## src/rtl/dncmd_pkg.sv

```systemverilog
package dncmd_pkg;

    localparam int WORD_W      = 32;
    localparam int ADDR_W      = 3;
    localparam int STAT_W      = 4;
    localparam int HDATA_BYTES = 8;
    localparam int HDATA_W     = 8 * HDATA_BYTES;
    localparam int KIND_W      = 3;
    localparam int DEV_W       = 2;

    localparam int ST_DONE   = 0;
    localparam int ST_NORESP = 1;
    localparam int ST_ERR    = 2;
    localparam int ST_OVR    = 3;

    typedef enum logic [KIND_W-1:0] {
        CK_SETCFG = 3'd0,
        CK_GETCFG = 3'd1,
        CK_INBRST = 3'd2,
        CK_PERIPH = 3'd4,
        CK_VWIRE  = 3'd5,
        CK_OOB    = 3'd6,
        CK_FLASH  = 3'd7
    } cmd_kind_e;

    typedef enum logic [ADDR_W-1:0] {
        RG_HDR0 = 3'd0,
        RG_HDR1 = 3'd1,
        RG_HDR2 = 3'd2,
        RG_DATA = 3'd3,
        RG_STAT = 3'd4
    } reg_sel_e;

    typedef struct packed {
        logic [23:0]       hbytes;
        logic [1:0]        rsvd;
        logic [DEV_W-1:0]  dev;
        logic              go;
        logic [KIND_W-1:0] kind;
    } hdr0_t;

    typedef struct packed {
        logic [KIND_W-1:0]  kind;
        logic [DEV_W-1:0]   dev;
        logic [HDATA_W-1:0] hdata;
        logic [WORD_W-1:0]  payload;
    } cmd_pkt_t;

    function automatic cmd_pkt_t pack_cmd(hdr0_t h0, logic [WORD_W-1:0] h1,
                                          logic [7:0] h2, logic [WORD_W-1:0] pay);
        cmd_pkt_t p;
        p.kind    = h0.kind;
        p.dev     = h0.dev;
        p.hdata   = {h2, h1, h0.hbytes};
        p.payload = pay;
        return p;
    endfunction

endpackage

```

## src/rtl/dncmd_hdr_regs.sv

```systemverilog
module dncmd_hdr_regs
    import dncmd_pkg::*;
(
    input  logic              clk,
    input  logic              rst,
    input  logic              wr,
    input  logic [ADDR_W-1:0] addr,
    input  logic [WORD_W-1:0] wdata,
    input  logic              fin,
    input  logic [WORD_W-1:0] reply,
    output hdr0_t             h0,
    output logic [WORD_W-1:0] h1,
    output logic [7:0]        h2,
    output logic [WORD_W-1:0] pay,
    output logic              launch,
    output logic              overrun
);
    logic wr_h0;

    assign wr_h0   = wr && (addr == RG_HDR0);
    assign launch  = wr_h0 && !h0.go && wdata[3];
    assign overrun = wr_h0 && h0.go;

    always_ff @(posedge clk) begin
        if (rst) begin
            h0  <= '0;
            h1  <= '0;
            h2  <= '0;
            pay <= '0;
        end else begin
            if (wr_h0 && !h0.go)
                h0 <= hdr0_t'({wdata[31:8], 2'b00, wdata[5:0]});
            if (wr && addr == RG_HDR1)
                h1 <= wdata;
            if (wr && addr == RG_HDR2)
                h2 <= wdata[7:0];
            if (wr && addr == RG_DATA)
                pay <= wdata;
            if (fin) begin
                h0.go <= 1'b0;
                if (h0.kind == CK_GETCFG)
                    h1 <= reply;
            end
        end
    end

endmodule

```

## src/rtl/dncmd_seq.sv

```systemverilog
module dncmd_seq
    import dncmd_pkg::*;
(
    input  logic clk,
    input  logic rst,
    input  logic launch,
    input  logic poll_active,
    input  logic lnk_done,
    output logic cmd_valid,
    output logic fin
);
    typedef enum logic [1:0] {S_IDLE, S_WAIT, S_RUN} seq_e;
    seq_e state;

    assign cmd_valid = (state == S_WAIT) && !poll_active;
    assign fin       = (state == S_RUN) && lnk_done;

    always_ff @(posedge clk) begin
        if (rst) begin
            state <= S_IDLE;
        end else begin
            unique case (state)
                S_IDLE: if (launch)    state <= S_WAIT;
                S_WAIT: if (cmd_valid) state <= S_RUN;
                S_RUN:  if (fin)       state <= S_IDLE;
                default:               state <= S_IDLE;
            endcase
        end
    end

    p_single_strobe_r3: assert property (@(posedge clk) disable iff (rst)
        cmd_valid |=> !cmd_valid);
    p_launch_from_idle_r3: assert property (@(posedge clk) disable iff (rst)
        launch |-> state == S_IDLE);
    p_hold_during_poll_r5: assert property (@(posedge clk) disable iff (rst)
        (state == S_WAIT && poll_active) |=> state == S_WAIT);

endmodule

```

## src/rtl/dncmd_irq_stat.sv

```systemverilog
module dncmd_irq_stat
    import dncmd_pkg::*;
(
    input  logic              clk,
    input  logic              rst,
    input  logic [STAT_W-1:0] set_vec,
    input  logic              clr_wr,
    input  logic [STAT_W-1:0] clr_mask,
    output logic [STAT_W-1:0] stat
);
    logic [STAT_W-1:0] keep;

    assign keep = clr_wr ? ~clr_mask : '1;

    always_ff @(posedge clk) begin
        if (rst) stat <= '0;
        else     stat <= (stat & keep) | set_vec;
    end

    p_w1c_r9: assert property (@(posedge clk) disable iff (rst)
        clr_wr |=> ((stat & $past(clr_mask) & ~$past(set_vec)) == '0));
    p_sticky_r9: assert property (@(posedge clk) disable iff (rst)
        !clr_wr |=> ((~stat & $past(stat)) == '0));

endmodule

```

## src/rtl/dncmd_port.sv

```systemverilog
module dncmd_port
    import dncmd_pkg::*;
(
    input  logic               clk,
    input  logic               rst,
    input  logic               reg_wr,
    input  logic [ADDR_W-1:0]  reg_addr,
    input  logic [WORD_W-1:0]  reg_wdata,
    output logic [WORD_W-1:0]  reg_rdata,
    output logic               cmd_valid,
    output logic [KIND_W-1:0]  cmd_kind,
    output logic [DEV_W-1:0]   cmd_dev,
    output logic [HDATA_W-1:0] cmd_hdata,
    output logic [WORD_W-1:0]  cmd_payload,
    input  logic               lnk_done,
    input  logic               lnk_no_resp,
    input  logic               lnk_err,
    input  logic [WORD_W-1:0]  lnk_rdata,
    input  logic               poll_active,
    input  logic               poll_done,
    input  logic               poll_no_resp,
    output logic               busy,
    output logic [STAT_W-1:0]  int_status
);
    hdr0_t             h0;
    logic [WORD_W-1:0] h1, pay;
    logic [7:0]        h2;
    logic              launch, overrun, fin;
    logic [STAT_W-1:0] set_vec;
    cmd_pkt_t          pkt;

    dncmd_hdr_regs u_regs (
        .clk(clk), .rst(rst), .wr(reg_wr), .addr(reg_addr), .wdata(reg_wdata),
        .fin(fin), .reply(lnk_rdata), .h0(h0), .h1(h1), .h2(h2), .pay(pay),
        .launch(launch), .overrun(overrun)
    );

    dncmd_seq u_seq (
        .clk(clk), .rst(rst), .launch(launch), .poll_active(poll_active),
        .lnk_done(lnk_done), .cmd_valid(cmd_valid), .fin(fin)
    );

    always_comb begin
        set_vec            = '0;
        set_vec[ST_DONE]   = fin;
        set_vec[ST_NORESP] = (fin && lnk_no_resp) || (poll_done && poll_no_resp);
        set_vec[ST_ERR]    = fin && lnk_err;
        set_vec[ST_OVR]    = overrun;
    end

    dncmd_irq_stat u_stat (
        .clk(clk), .rst(rst), .set_vec(set_vec),
        .clr_wr(reg_wr && reg_addr == RG_STAT),
        .clr_mask(reg_wdata[STAT_W-1:0]), .stat(int_status)
    );

    assign pkt         = pack_cmd(h0, h1, h2, pay);
    assign cmd_kind    = pkt.kind;
    assign cmd_dev     = pkt.dev;
    assign cmd_hdata   = pkt.hdata;
    assign cmd_payload = pkt.payload;
    assign busy        = h0.go;

    always_comb begin
        case (reg_addr)
            RG_HDR0: reg_rdata = h0;
            RG_HDR1: reg_rdata = h1;
            RG_HDR2: reg_rdata = {{(WORD_W-8){1'b0}}, h2};
            RG_DATA: reg_rdata = pay;
            RG_STAT: reg_rdata = {{(WORD_W-STAT_W){1'b0}}, int_status};
            default: reg_rdata = '0;
        endcase
    end

    p_valid_when_busy_r3: assert property (@(posedge clk) disable iff (rst)
        cmd_valid |-> busy);
    p_fin_clears_busy_r6: assert property (@(posedge clk) disable iff (rst)
        fin |=> (!busy && int_status[ST_DONE]));
    p_overrun_flag_r10: assert property (@(posedge clk) disable iff (rst)
        (reg_wr && reg_addr == RG_HDR0 && busy) |=> int_status[ST_OVR]);

endmodule

```

## config.mk

```make
export PLATFORM = sky130hd
export DESIGN_NAME = dncmd_port
export DESIGN_NICKNAME = d
export VERILOG_FILES = /design/src/rtl/dncmd_pkg.sv /design/src/rtl/dncmd_hdr_regs.sv /design/src/rtl/dncmd_seq.sv /design/src/rtl/dncmd_irq_stat.sv /design/src/rtl/dncmd_port.sv
export SDC_FILE = /design/constraint.sdc
export NUM_CORES = 1
export LEC_CHECK = 0
export ABC_AREA = 1
export CORE_UTILIZATION = 47
export CTS_CLUSTER_SIZE = 14
export DETAILED_ROUTE_END_ITERATION = 10
export GPL_ROUTABILITY_DRIVEN = 0
export GPL_TIMING_DRIVEN = 1
export PLACE_DENSITY_LB_ADDON = 0.15
export REMOVE_ABC_BUFFERS = 1
export SETUP_SLACK_MARGIN = 0.15
export SLEW_MARGIN = 10
export SYNTH_ARGS = -nofsm -noshare
export SYNTH_HDL_FRONTEND = slang
export SYNTH_SLANG_ARGS = --single-unit
export TNS_END_PERCENT = 5
```

## constraint.sdc

```tcl
create_clock -name clk -period 3.9 [get_ports clk]
set_input_delay 0.78 -clock clk [delete_from_list [all_inputs] [get_ports clk]]
set_output_delay 0.78 -clock clk [all_outputs]
set_load 0.01 [all_outputs]
```

==> flow_summary.yaml <==
place:
  port_buffers: 214
  dp_hpwl_um: 11710
worst_setup_path:
  cp-end-kind: "output port"
  r2r_cells: 6
  regToRegStartpoint: "u_regs.h0[3]"
  reg2reg_slack_ns: 2.15
  r2r-end: "u_regs.h0[14]"
  cp-endpoint: "reg_rdata[22]"
  critical_path_arrival_ns: 2.82
  worstSetupStartpointType: "primary input"
  required_ns: 3.12
  path_class: "in2out"
  critPathLaunch: "reg_addr[0]"
  cp_max_fo: 22
layout:
  final_net_count: 1088
  layout-drive-gt1-share_pct: 4.621
  n_antenna_cell: 0
  area_delta_synth_final_pct: 47.37
clock_network:
  cts_hold_buf: 0
  cts_sinks: 108
  clkLatencyLatePin_ns: 0.34
  clkTransAtPathRegs_ns: 0.07
  cts_tree: "built"
  root_buffer: "clkbuf_16"
  post_cts_buffers: 0
  cts-buffers-inserted: 9
  clockBufferDepth: 2
  post_cts_resized: 0
  htree_levels: 3
drt:
  drcViolationCount: 0
  drtAntennaViolNets: 0
  vias: 5949
  first_pass_iters: 5
  drt_iter0_markers: 353
  post_drt_wl_per_cell_um: 15.39
  viasPerCell: 5.142
  wl_um: 17810
synth:
  ys_seq_area_share_pct: 40.60
  ys_types: 23
  ys_seq_elements: 108
  syn_avg_cell_area_um2: 6.463
  synthCells: 824
  syn_area_mm2: 0.005325
  yosys_warnings: 0
die:
  fp.coreArea_mm2: 0.01094
  io_pins: 215
  initial_core_util_pct: 48.70
  rows: 38
  die_h_um: 108.4
  dieArea_mm2: 0.01176
  die_x_um: 108.4
timing:
  worstMarginPinSlew_ns: 0.8044
  whs_ns: 0.4814
  min_period_over_period_pct: 92.26
  setup_viol: 0
  skew_ns: 0.004465
  hold_viol_final: 0
  finalSetupTns_ns: 0
  drv_slew: 0
  rsz0062_at_grt: "no"
  min_period_ns: 3.598
  max_freq_mhz: 277.9
  slew_headroom_pct: 46.24
power:
  p_int_mw: 1.887
  vdd_drop_max_mv: 0.1744
  p_leak_nw: 3.341
  p_seq_share_pct: 46.4
  combPwrFrac_pct: 14.3
  p_clk_share_pct: 39.3
  p_per_area_mw_per_mm2: 317.9
  p_sw_share_pct: 24.37
  switching_power_mw: 0.6080
outcome:
  status: "completed"
min_path:
  hp-start: "u_stat.stat[3]"
  hold_depth: 2
  hold_path.class: "reg2reg"
grt:
  antenna_found_initial: 0
  grt_pass1_vias: 5464
  groute.usage.overall_pct: 30.17
  grt_max_degree: 53
  grt_pass1_wl_um: 27570
  grt-ovfl-total: 0
job:
  max_cap_viol_count: 0
==> per-stage QoR <==
| step | utilization [%] | setup WS [ns] | power [mW] | std cells | cell area (um^2) |
|---|---|---|---|---|---|
| 2_1_floorplan | - | 1.190 | 1.306 | 770 | 5051 |
| 3_3_place_gp | 68.86 | 0.3640 | 1.535 | 1141 | 7530 |
| 6_report | 71.76 | 0.3019 | 2.495 | 1157 | 7848 |
| 5_1_grt | 71.76 | 0.1878 | 2.575 | 1157 | 7848 |
| 4_1_cts | 71.76 | 0.2914 | 2.502 | 1157 | 7848 |
| 3_5_place_dp | 68.86 | 0.2976 | 1.537 | 1141 | 7530 |
==> cell usage in the layout, fill, tap and decap left out, drive strengths merged <==
cell and n:
a21oi 15, o21ai 67, clkinv 3, nand3 17, bufinv 2, buf 18, nand4 40, dfxtp 108
clkdlybuf4s50 213, nor3 4, inv 98, o211ai 3, nand2 152, clkbuf 11, o221ai 24, nor2 242
==> critical path, stage by stage <==
cell and delay (ns):
clkdlybuf4s50_1 0.61, inv_2 0.07, nor2_4 0.09, nand2_2 0.06, inv_2 0.40, nand2_1 0.10
o221ai_1 0.11, clkdlybuf4s50_1 0.58
==> power groups by stage <==
stage               Sequential (mW)  Clock [mW]  Combinational [mW]
global route                   1.16        1.03               0.387
detailed placement             1.18           0               0.354
floorplan                      1.19           0               0.112
finish                         1.16       0.980               0.357
CTS                            1.16       0.988               0.356
global placement               1.18           0               0.353
==> cells in the mapped netlist <==
cell type    n  share of area [%]
o221ai_1    24                3.9
nand2_1    149                 11
a21oi_1     15                1.4
o21ai_1      7               0.66
buf_1        1              0.070
buf_4        4               0.56
nand3_2      1               0.19
nor2_2       1               0.12
buf_2       27                2.5
o211ai_1     3               0.42
o21ai_0     60                5.6
nand3_1     16                1.5
nand4_1     39                4.6
inv_1       94                6.6
inv_2        4               0.28
nand4_2      1               0.23
nor2_1     238                 17
buf_6        3               0.63
nor3_1       4               0.38
nand2_2      3               0.35
clkbuf_1    19                1.3
dfxtp_1    108                 41
nor2_4       3               0.63
==> cell type report <==
type,instances,area [um^2]
fill,924,3088
multi-input combinational,564,2535
timing repair buffer,231,2290
sequential,108,2162
inverter,98,367.9
clock buffer,11,242.7
tap,140,175.2
clock inverter,5,75.07
==> how the worst min path moves through the flow <==
stage	end	slack, ns
after floorplan	u_seq.state[0]	0.46
after global placement	u_regs.h2[0]	0.47
after detailed placement	u_regs.h2[6]	0.47
after CTS	u_stat.stat[0]	0.48
after global routing	u_stat.stat[0]	0.51
final	u_stat.stat[3]	0.48
==> cells by family (layout without fill, tap and decap cells) <==
kind of cell / count (synthesis) / after routing / share of synthesized area (%)
simple gates: 455 / 455 / 35.27
buf+inv: 152 / 345 / 12.05
compound gates: 109 / 109 / 12.08
flops: 108 / 108 / 40.60
==> registers in the layout, summed over array words and instances (netlist names) <==
name         flops
u_regs.h1       32
u_regs.pay      32
u_stat.stat      4
u_regs.h0       30
u_regs.h2        8
u_seq.state      2
==> per-layer routing <==
| layer | vias to the layer above | track usage [%] | wire, um |
|---|---|---|---|
| li1 | 2983 | - | - |
| met1 | 2674 | 36.92 | 7470 |
| met4 | 0 | 12.16 | 428 |
| met3 | 29 | 5.907 | 1519 |
| met2 | 263 | 51.67 | 8390 |
| met5 | - | 0 | 0 |
No activity file was read; power rests on OpenSTA's default activity.
